--- src/rtl/prio_intc_pkg.sv ---
package prio_intc_pkg;
  localparam int NSRC   = 41;
  localparam int NLINE  = 15;
  localparam int IDX_W  = $clog2(NSRC);
  localparam int PRIO_W = 5;
  localparam int CODE_W = 12;
  localparam int REG_W  = 16;
  localparam int NREG   = 3;

  localparam int S_NMI  = 15;

  localparam logic [11:0] OFS_A = 12'h004;
  localparam logic [11:0] OFS_B = 12'h008;
  localparam logic [11:0] OFS_C = 12'h00C;
  localparam logic [REG_W-1:0] WMASK_B = 16'hFFF0;

  typedef struct packed {
    logic              valid;
    logic [PRIO_W-1:0] prio;
    logic [IDX_W-1:0]  idx;
  } node_t;

  // {register, nibble}; nibble 3 = [15:12]
  function automatic logic [3:0] field_sel(input int i);
    logic [3:0] s;
    case (i)
      23:             s = {2'd0, 2'd3};
      24:             s = {2'd0, 2'd2};
      25, 26:         s = {2'd0, 2'd1};
      27, 28, 29:     s = {2'd0, 2'd0};
      38:             s = {2'd1, 2'd3};
      39, 40:         s = {2'd1, 2'd2};
      30, 31, 32, 33: s = {2'd1, 2'd1};
      17:             s = {2'd2, 2'd3};
      18, 19, 20, 21, 22: s = {2'd2, 2'd2};
      34, 35, 36, 37: s = {2'd2, 2'd1};
      default:        s = {2'd2, 2'd0};
    endcase
    return s;
  endfunction

  function automatic logic [CODE_W-1:0] src_code(input logic [IDX_W-1:0] idx);
    int n;
    int c;
    n = int'(idx);
    if (n < NLINE)      c = 32'h200 + 32 * n;
    else if (n == S_NMI) c = 32'h1C0;
    else if (n <= 22)   c = 32'h600 + 32 * (n - 16);
    else if (n <= 33)   c = 32'h400 + 32 * (n - 23);
    else if (n <= 37)   c = 32'h700 + 32 * (n - 34);
    else                c = 32'h560 + 32 * (n - 38);
    return CODE_W'(c);
  endfunction

  function automatic node_t pick(input node_t l, input node_t r);
    if (r.valid && (!l.valid || r.prio > l.prio)) return r;
    return l;
  endfunction
endpackage

--- src/rtl/prio_intc_regs.sv ---
module prio_intc_regs
  import prio_intc_pkg::*;
#(
  parameter int ADDR_W = 16
) (
  input  logic                         clk_i,
  input  logic                         rst_ni,
  input  logic                         wr_en_i,
  input  logic [ADDR_W-1:0]            addr_i,
  input  logic [REG_W-1:0]             wdata_i,
  output logic [REG_W-1:0]             rdata_o,
  output logic [NSRC-1:0][PRIO_W-1:0]  prio_o
);
  logic [NREG-1:0][REG_W-1:0] regs_q;
  logic [11:0] ofs;
  logic unused_addr_hi;

  assign ofs = addr_i[11:0];
  assign unused_addr_hi = ^addr_i[ADDR_W-1:12];

  always_ff @(posedge clk_i or negedge rst_ni) begin
    if (!rst_ni) begin
      regs_q <= '0;
    end else if (wr_en_i) begin
      case (ofs)
        OFS_A:   regs_q[0] <= wdata_i;
        OFS_B:   regs_q[1] <= wdata_i & WMASK_B;
        OFS_C:   regs_q[2] <= wdata_i;
        default: ;
      endcase
    end
  end

  always_comb begin
    case (ofs)
      OFS_A:   rdata_o = regs_q[0];
      OFS_B:   rdata_o = regs_q[1];
      OFS_C:   rdata_o = regs_q[2];
      default: rdata_o = '0;
    endcase
  end

  for (genvar i = 0; i < NSRC; i++) begin : g_prio
    if (i < NLINE) begin : g_line
      assign prio_o[i] = PRIO_W'(NLINE - i);
    end else if (i == S_NMI) begin : g_nmi
      assign prio_o[i] = PRIO_W'(16);
    end else begin : g_field
      localparam logic [3:0] SEL = field_sel(i);
      assign prio_o[i] = {1'b0, regs_q[SEL[3:2]][SEL[1:0]*4 +: 4]};
    end
  end

  a_r4_write_a: assert property (@(posedge clk_i) disable iff (!rst_ni)
    (wr_en_i && ofs == OFS_A) |=> (rdata_o == $past(wdata_i) || $past(ofs) != ofs || ofs != OFS_A));
  a_r5_write_b: assert property (@(posedge clk_i) disable iff (!rst_ni)
    (wr_en_i && ofs == OFS_B) |=> (regs_q[1] == ($past(wdata_i) & WMASK_B)));
  a_r6_write_c: assert property (@(posedge clk_i) disable iff (!rst_ni)
    (wr_en_i && ofs == OFS_C) |=> (regs_q[2] == $past(wdata_i)));
endmodule

--- src/rtl/prio_intc_pend.sv ---
module prio_intc_pend
  import prio_intc_pkg::*;
(
  input  logic            clk_i,
  input  logic            rst_ni,
  input  logic [NSRC-1:0] raise_i,
  input  logic [NSRC-1:0] clear_i,
  input  logic [NSRC-1:0] en_i,
  output logic [NSRC-1:0] pend_o
);
  logic [NSRC-1:0] pend_q;

  always_ff @(posedge clk_i or negedge rst_ni) begin
    if (!rst_ni) pend_q <= '0;
    else         pend_q <= (pend_q | (raise_i & en_i)) & ~clear_i;
  end

  assign pend_o = pend_q;

  for (genvar i = 0; i < NSRC; i++) begin : g_chk
    a_r2_zero_prio: assert property (@(posedge clk_i) disable iff (!rst_ni)
      (!pend_q[i] && raise_i[i] && !en_i[i]) |=> !pend_q[i]);
    a_r9_clear: assert property (@(posedge clk_i) disable iff (!rst_ni)
      clear_i[i] |=> !pend_q[i]);
    a_r9_hold: assert property (@(posedge clk_i) disable iff (!rst_ni)
      (pend_q[i] && !clear_i[i]) |=> pend_q[i]);
  end
endmodule

--- src/rtl/prio_intc_arb.sv ---
module prio_intc_arb
  import prio_intc_pkg::*;
#(
  parameter int N = NSRC
) (
  input  logic [N-1:0]             req_i,
  input  logic [N-1:0][PRIO_W-1:0] prio_i,
  output node_t                    root_o
);
  localparam int LVLS = $clog2(N);
  localparam int PAD  = 1 << LVLS;

  for (genvar l = 0; l <= LVLS; l++) begin : g_lvl
    localparam int W = PAD >> l;
    node_t nd [W];
    if (l == 0) begin : g_leaf
      for (genvar k = 0; k < W; k++) begin : g_k
        if (k < N) begin : g_src
          assign nd[k] = '{valid: req_i[k], prio: prio_i[k], idx: IDX_W'(k)};
        end else begin : g_pad
          assign nd[k] = '{valid: 1'b0, prio: '0, idx: '0};
        end
      end
    end else begin : g_node
      for (genvar k = 0; k < W; k++) begin : g_k
        // left child holds lower indices: ties resolve left
        assign nd[k] = pick(g_lvl[l-1].nd[2*k], g_lvl[l-1].nd[2*k+1]);
      end
    end
  end

  assign root_o = g_lvl[LVLS].nd[0];
endmodule

--- src/rtl/prio_intc.sv ---
module prio_intc
  import prio_intc_pkg::*;
#(
  parameter int ADDR_W = 16
) (
  input  logic              clk_i,
  input  logic              rst_ni,
  input  logic              wr_en_i,
  input  logic [ADDR_W-1:0] addr_i,
  input  logic [15:0]       wdata_i,
  output logic [15:0]       rdata_o,
  input  logic [40:0]       raise_i,
  input  logic [40:0]       clear_i,
  input  logic [3:0]        mask_i,
  input  logic              block_i,
  output logic [40:0]       pending_o,
  output logic              irq_o,
  output logic              win_valid_o,
  output logic [11:0]       win_code_o
);
  logic [NSRC-1:0][PRIO_W-1:0] prio_w;
  logic [NSRC-1:0]             en_w;
  logic [NSRC-1:0]             pend_w;
  logic [NSRC-1:0]             elig_w;
  node_t                       root_w;

  logic              win_valid_q;
  logic [PRIO_W-1:0] win_prio_q;
  logic [CODE_W-1:0] win_code_q;
  logic              irq_q;

  prio_intc_regs #(.ADDR_W(ADDR_W)) u_regs (
    .clk_i   (clk_i),
    .rst_ni  (rst_ni),
    .wr_en_i (wr_en_i),
    .addr_i  (addr_i),
    .wdata_i (wdata_i),
    .rdata_o (rdata_o),
    .prio_o  (prio_w)
  );

  always_comb begin
    for (int i = 0; i < NSRC; i++) en_w[i] = (prio_w[i] != '0);
  end

  prio_intc_pend u_pend (
    .clk_i   (clk_i),
    .rst_ni  (rst_ni),
    .raise_i (raise_i),
    .clear_i (clear_i),
    .en_i    (en_w),
    .pend_o  (pend_w)
  );

  assign elig_w = pend_w & en_w;

  prio_intc_arb #(.N(NSRC)) u_arb (
    .req_i  (elig_w),
    .prio_i (prio_w),
    .root_o (root_w)
  );

  always_ff @(posedge clk_i or negedge rst_ni) begin
    if (!rst_ni) begin
      win_valid_q <= 1'b0;
      win_prio_q  <= '0;
      win_code_q  <= '0;
      irq_q       <= 1'b0;
    end else begin
      win_valid_q <= root_w.valid;
      win_prio_q  <= root_w.valid ? root_w.prio : '0;
      win_code_q  <= root_w.valid ? src_code(root_w.idx) : '0;
      irq_q       <= root_w.valid && !block_i && ({1'b0, mask_i} < root_w.prio);
    end
  end

  assign pending_o   = pend_w;
  assign irq_o       = irq_q;
  assign win_valid_o = win_valid_q;
  assign win_code_o  = win_code_q;

  a_r10_irq_gate: assert property (@(posedge clk_i) disable iff (!rst_ni)
    irq_q |-> (win_valid_q && !$past(block_i) && ({1'b0, $past(mask_i)} < win_prio_q)));
  a_r13_no_zero_win: assert property (@(posedge clk_i) disable iff (!rst_ni)
    win_valid_q |-> (win_prio_q != '0));
  for (genvar i = 0; i < NSRC; i++) begin : g_top
    a_r8_top_prio: assert property (@(posedge clk_i) disable iff (!rst_ni)
      win_valid_q |-> !($past(elig_w[i]) && ($past(prio_w[i]) > win_prio_q)));
  end
endmodule

--- config.mk ---
export PLATFORM = sky130hd
export DESIGN_NAME = prio_intc
export DESIGN_NICKNAME = d
export VERILOG_FILES = /design/src/rtl/prio_intc_pkg.sv /design/src/rtl/prio_intc_regs.sv /design/src/rtl/prio_intc_pend.sv /design/src/rtl/prio_intc_arb.sv /design/src/rtl/prio_intc.sv
export SDC_FILE = /design/constraint.sdc
export NUM_CORES = 1
export LEC_CHECK = 0
export BUFFER_PORTS_ARGS = -buffer_cell sky130_fd_sc_hd__buf_4
export CORE_MARGIN = 1
export CORE_UTILIZATION = 40
export CTS_CLUSTER_SIZE = 25
export DETAILED_ROUTE_END_ITERATION = 7
export SYNTH_ARGS = -nofsm -noshare
export SYNTH_HDL_FRONTEND = slang
export SYNTH_SLANG_ARGS = --single-unit
export TNS_END_PERCENT = 10
--- constraint.sdc ---
create_clock -name clk_i -period 27.9 [get_ports clk_i]
set_input_delay 6.975 -clock clk_i [delete_from_list [all_inputs] [get_ports clk_i]]
set_output_delay 6.975 -clock clk_i [all_outputs]
set_load 0.02 [all_outputs]
==> results of run 1 <==
[critical path, delay by kind of cell]
| kind | cells | cell delay (ns) |
|---|---|---|
| AND/OR/NAND/NOR | 2 | 0.93 |
| buffers and inverters | 2 | 0.41 |
| AO/OA/AOI/OAI | 1 | 0.20 |
[synth_stat cells, types with 10 or more instances]
library cell	number	area (um2)
a211oi_1	12	90.1
a21o_1	19	143
a21oi_1	80	400
a22oi_1	14	105
clkbuf_1	17	63.8
dfrtp_1	94	2350
ha_1	85	1060
inv_1	52	195
mux2_2	40	450
mux2i_1	25	250
nand2_1	71	267
nand4_1	15	93.8
nor2_1	131	492
nor2b_1	19	119
o211ai_1	18	135
o21a_1	13	97.6
o21ai_0	70	350
o41ai_1	10	87.6
[path summary, 6_finish.rpt]
path	startpoint	end	cells after the start
worst min-delay path	u_pend.pend_o[17]	u_pend.pend_o[17]	2
worst max register to register	u_regs.prio_o[93]	win_code_o[10]	46
max in group asynchronous	rst_ni	u_pend.pend_o[31]	2
min in group asynchronous	rst_ni	u_pend.pend_o[39]	1
worst min register to register	u_pend.pend_o[17]	u_pend.pend_o[17]	2
worst max-delay path	addr_i[2]	rdata_o[6]	5
[sequential cells by signal (all words and copies together), names as in the netlist]
| signal | cells |
|---|---|
| irq_o | 1 |
| u_pend.pend_o | 41 |
| u_regs.prio_o | 44 |
| win_code_o | 7 |
| win_valid_o | 1 |
[report_power, final]
group	switching [mW]	total (mW)	leakage [nW]	internal [mW]
clock	0.0575	0.128	0.143	0.0703
sequential	0.00666	0.153	1.12	0.147
combinational	0.214	0.360	3.61	0.146
[per-layer routing]
layer | GRT usage (%) | up-vias
met2 | 39.7 | 245
met1 | 35.5 | 3852
li1 | - | 3944
met5 | 0 | -
met4 | 5.43 | 0
met3 | 4.83 | 22
[cell families after synthesis]
kind of cell	Yosys count
flip-flops	94
AND/OR/NAND/NOR	312
XOR/XNOR	4
multiplexers	65
adder cells (fa/ha/maj)	86
other	1
buffers and inverters	78
AO/OA/AOI/OAI	319
[per-stage QoR]
| stage | area [um2] | total power, mW | cells | setup WS, ns | utilization, % |
|---|---|---|---|---|---|
| final | 10100 | 0.641 | 1407 | 12.40 | 51.2 |
| after global routing | 10100 | 0.695 | 1407 | 12.26 | 51.2 |
| after CTS | 10100 | 0.644 | 1407 | 12.46 | 51.2 |
| after detailed placement | 9760 | 0.512 | 1391 | 12.45 | 49.7 |
| after global placement | 9760 | 0.510 | 1391 | 12.44 | 49.7 |
| after floorplan | 8130 | 0.411 | 963 | 12.83 | - |
[cell type report]
type / count / area (um2) / area share [%]
clock inverter: 6 / 68.8 / 0.684
inverter: 53 / 199 / 1.98
tap: 265 / 332 / 3.30
multi-input combinational: 791 / 5470 / 54.3
timing repair buffer: 188 / 1410 / 14.0
clock buffer: 10 / 229 / 2.28
sequential: 94 / 2350 / 23.4
==> results.md, run 1 <==
* CTS max path bufs at 2
* Most frequent cell on the critical path: buf_4
* Met2 wire len at 11.6 mm
* Ys flop type: dfrtp_1
* Final hold vios at 0
* Drt initial violations at 527
* Commonest cells after routing, fill and taps aside: buf_4, nor2_1, dfrtp_1
* Synth cell types at 82
* Crit path arrival time at roughly 8.5 ns
* Reg clk slew, reported paths at 0.07 ns
* Resize count post-CTS at 0
* Largest family of logic cells by synthesized area: compound AO/OA/AOI/OAI gates
* Most common cell after layout, fill and taps aside: buf_4
* Async SR Flop Fraction at 100%
* Die Height at between 100 and 150 um
* Hold crit path type: flip-flop to flip-flop
* Setup repair bufs after CTS at 0
* CTS sink cnt at 94
* Global-route wire length before repair at 40.2 mm
* Yosys warns at 0
* Xor/xnor share of the synthesized area at 0.432%
* Core Footprint at 19,700 um2
* CP peak stage delay at 0.69 ns
* Crit. End Element: primary output
* Drt wl/cell at 18.1 um
* Run status: finished, final reports clean
* Antenna Cells at 0
* Mapped cell area at 8110 um2
* Area Growth Syn to Fin at 24.0%
* Fmax at 64.5 MHz
* Setup Viol. Count Final at 0
* Post-DP HPWL at approximately 20 mm
* Mux contribution to synthesized area at 8.64%
* Worst VDD drop at 0.0360 mV
* Initial core utilization at 41.3%
* Final Skew at 0.0104 ns
* RSZ-0062 raised after global routing: false
* Adder and majority gate portion of the synthesized area at a little over an eighth
* Vias per cell at 5.73
* Fin crit period at approximately 15 ns
* Residual DRC at 0
* Die area at between 20,000 and 25,000 um2
* Clock Root Buffer: clkbuf_16
* Top sig layer: met4
* Vias in the first global route at 7,517
* First-pass DRT Iterations at 5
* Clock Latency Late Sink at about 0.36 ns
* Measured slew at the worst slew-check pin at 1.27 ns
* Mean Syn Cell Area at approximately 8.5 um2
* Cts hold-fix bufs at 0
* CTS Buf Count at 9
* CTS tree: built
* Cell Chain, Critical Path: buf_4, nor2b_1, a22oi_1, nor2_1, buf_4
* DRT Wirelength at 25.4 mm
* Max-slew headroom at 13.2%
* Routed vias at 8,063
* Width of the die at between 100 and 150 um
* Worst Path Max Fanout at 23
* TNS Setup at 0 ns
* Seq/Total Area, Yosys at 29.0%
* Flop and latch count out of synthesis at 94
* Global route overflow at 0
* Wl on met1 at 12.0 mm
* Fillcell total at 1,964
* DRT antenna net count at 0
* CTS H-Tree Depth at 3
* Routed wl met3 at between 1 and 1.5 mm
* Req. time, crit path at between 20 and 25 ns
* Tcrit/Tclk final at 55.6%
* WHS at approximately 0.53 ns
* Post-Synth Simple-Gate Area at a little under a fifth
* Maxcap violations at 0
* Leakage at about 4.9 nW
* IO buf count at 183
* GPL Wtd Cong at 0.899
* Largest net degree at the start of global routing at 62
* Post-synthesis compound-gate area fraction at 26.6%
* Layout cells sized above 1 at 23.1%
* Initial antenna violation count at 0
* Post-Syn Instances at 959
* R2R setup slack at 13.97 ns
* FP Rows at about 50
* IO Count at approximately 190
* Post-synth EDFFs at 0
* Crit path max-delay cell type: nor2b_1
* Crit path kind: primary input to primary output
* Slew Limit Fails at 0
* Nets at 1,344
* Pwr/cell area at between 60 and 70 nW/um2
* Global Route Usage Sum at approximately a quarter
* Crit start category: primary input
No activity file was read; power rests on OpenSTA's default activity.
==> run 2: changes to the inputs <==
- clock period: 27.9 -> 16 ns (I/O delays scaled with it)
==> run 2 against run 1 <==
Net effect:
- sequential power grew 75%
- combinational power grew 77%
- wire length decreased by 0.87%
- clock-buffer cell count stayed put
- first-iteration DRC count grew 9.7%
- sequential share of layout area is 0.058 points lower
- non-clock buffer count rose by 2
- sequential cell count stayed put
- clock power rose by 81%
- highest routed layer unchanged
==> results.md, run 2 (same netlist as run 1, synthesis figures left out) <==
* Run status: finished, final reports clean (unchanged)
* Layout cells sized above 1 at 23.3% (was 23.1%)
* Comb power frac at 56.0% (was 56.2%)
* Clock Root Buffer: clkbuf_16 (unchanged)
* Drt initial violations at 578 (was 527)
* Crit start category: flip-flop (was primary input)
* FP Rows at 51 (unchanged)
* Final hold vios at 0 (unchanged)
* Initial core utilization at 41.3% (unchanged)
* Clock Latency Late Sink at 0.36 ns (about the same)
* Worst Hold Depth at 2 (unchanged)
* Setup repair bufs after CTS at 0 (unchanged)
* Area Growth Syn to Fin at 24.3% (was 24.0%)
* Reg-to-reg endpoint: win_code_o[9] (was win_code_o[10])
* Sequential share of power at 23.5% (was 23.9%)
* TNS Setup at 0 ns (unchanged)
* Max-slew headroom at 14.6% (was 13.2%)
* CTS max path bufs at 2 (unchanged)
* DRT antenna net count at 0 (unchanged)
* CP peak stage delay at 1.02 ns (was 0.69 ns)
* Routed vias at 8,069 (was 8,063)
* Clk network pwr share at 20.4% (was 19.9%)
* Fin crit period at 13.97 ns
* Drt wl/cell at 17.9 um (was 18.1 um)
* Worst r2r path cells at 44 (was 46)
* Most common cell after layout, fill and taps aside: buf_4 (unchanged)
* Resize count post-CTS at 0 (unchanged)
* Vias in the first global route at 7,500 (was 7,517)
* Post-DP HPWL at 20.0 mm (was 20.1 mm)
* Leakage at 4.89 nW (was 4.87 nW)
* Req. time, crit path at 16.22 ns (was 20.92 ns)
* Nets at 1,346 (was 1,344)
* CTS Buf Count at 9 (unchanged)
* Hold Path Sink: u_pend.pend_o[35] (was u_pend.pend_o[17])
* Die area at 20,900 um2 (unchanged)
* Largest net degree at the start of global routing at 62 (unchanged)
* Crit. End Element: flip-flop (was primary output)
* Reg clk slew, reported paths at 0.07 ns (about the same)
* Fmax at 71.6 MHz
* Most frequent cell on the critical path: ha_1 (was buf_4)
* Util after Layout at 51.3% (was 51.2%)
* GPL Wtd Cong at 0.936 (was 0.899)
* Residual DRC at 0 (unchanged)
* CTS sink cnt at 94 (unchanged)
* DRT Wirelength at 25.2 mm (was 25.4 mm)
* R2R setup slack at 2.03 ns (was 13.97 ns)
* Antenna Cells at 0 (unchanged)
* Worst Path Max Fanout at 21 (was 23)
* Die Height at 144 um (unchanged)
* RSZ-0062 raised after global routing: false (unchanged)
* Commonest cells after routing, fill and taps aside: buf_4, nor2_1, dfrtp_1 (unchanged)
* Width of the die at 144 um (unchanged)
* Tcrit/Tclk final at 87.3%
* Global Route Usage Sum at 24.9% (was 25.2%)
* Sw Ratio at 43.4% (was 43.5%)
* Hold crit path type: flip-flop to flip-flop (unchanged)
* Final Skew at 0.0109 ns (was 0.0104 ns)
* IO buf count at 183 (unchanged)
* Reg2reg start: u_regs.prio_o[93] (unchanged)
* Vias per cell at 5.73 (about the same)
* Crit path max-delay cell type: nor3_1 (was nor2b_1)
* First-pass DRT Iterations at 5 (unchanged)
* IO Count at 193 (unchanged)
* Pwr/cell area at 113 nW/um2 (was 63.7 nW/um2)
* Pwr Total at 1.14 mW (was 641 uW)
* Crit path kind: flip-flop to flip-flop (was primary input to primary output)
* HP Start: u_pend.pend_o[35] (was u_pend.pend_o[17])
* Core Footprint at 19,700 um2 (unchanged)
* Maxcap violations at 0 (unchanged)
* Crit path arrival time at 14.19 ns (was 8.52 ns)
* Largest register FFs at 44 (unchanged)
* Cts hold-fix bufs at 0 (unchanged)
* Int Power at 643 uW (was 363 uW)
* CTS tree: built (unchanged)
* Fillcell total at 1,923 (was 1,964)
* Sw Pwr at 494 uW (was 279 uW)
* Global-route wire length before repair at 39.6 mm (was 40.2 mm)
* Global route overflow at 0 (unchanged)
* Measured slew at the worst slew-check pin at 1.25 ns (was 1.27 ns)
* Slew Limit Fails at 0 (unchanged)
* Worst VDD drop at 0.0597 mV (was 0.0360 mV)
* Initial antenna violation count at 0 (unchanged)
* Setup Viol. Count Final at 0 (unchanged)
* CTS H-Tree Depth at 3 (unchanged)
[run 2: cell types whose count changed in the layout (fill, tap and decap cells not counted)]
cell / delta
clkbuf_8: +1
inv_8: +1
clkbuf_1: -1
clkinv_2: +1
inv_6: -1
buf_4: +2
clkinvlp_4: -1
[run 2: how the worst max path moves through the flow]
| stage | endpoint | start | slack, ns |
|---|---|---|---|
| final | win_code_o[9] | u_regs.prio_o[93] | 2.03 |
| after global routing | win_code_o[7] | u_regs.prio_o[93] | 0.95 |
| after CTS | win_code_o[10] | u_regs.prio_o[93] | 2.32 |
| after detailed placement | win_code_o[10] | u_regs.prio_o[93] | 2.45 |
| after global placement | win_code_o[7] | u_regs.prio_o[93] | 2.44 |
| after floorplan | win_code_o[10] | u_regs.prio_o[81] | 4.86 |
[run 2: cell type report]
cell class                 instances  area [um2]  area share, %
sequential                        94        2350           23.3
clock inverter                     6        68.8          0.682
timing repair buffer             190        1430           14.1
multi-input combinational        791        5470           54.2
inverter                          53         199           1.97
tap                              265         332           3.29
clock buffer                      10         239           2.37
[run 2: layer usage]
metal  part of all wire, %  routed length (um)  up-vias  GRT usage, %
li1                      -                   -     3944             -
met1                    48               12000     3839          36.1
met2                    45               11400      254          38.3
met3                   5.2                1320       32          2.75
met4                   1.9                 472        0          8.31
met5                     0                   0        -             0
[run 2: power groups by stage]
stage,Sequential [mW],Clock [mW],Combinational (mW)
after global routing,0.270,0.247,0.707
final,0.267,0.232,0.637
after floorplan,0.289,0,0.428
after CTS,0.267,0.237,0.630
after global placement,0.272,0,0.626
after detailed placement,0.272,0,0.626
[run 2: worst max-delay path: cells and delay by family, from the launching register on]
kind	cells	cell delay (ns)
buf+inv	1	0.16
flops	1	0.56
mux	3	1.18
simple gates	10	2.44
fa+ha+maj	7	2.20
compound gates	23	7.26
[run 2: metrics by stage]
| stage | setup WS (ns) | cells | cell area [um2] | hold slack, ns |
|---|---|---|---|---|
| floorplan | 4.86 | 963 | 8130 | 0.534 |
| global placement | 2.44 | 1393 | 9780 | 0.522 |
| detailed placement | 2.45 | 1393 | 9780 | 0.522 |
| CTS | 2.32 | 1409 | 10100 | 0.542 |
| global route | 0.954 | 1409 | 10100 | 0.562 |
| finish | 2.03 | 1409 | 10100 | 0.532 |
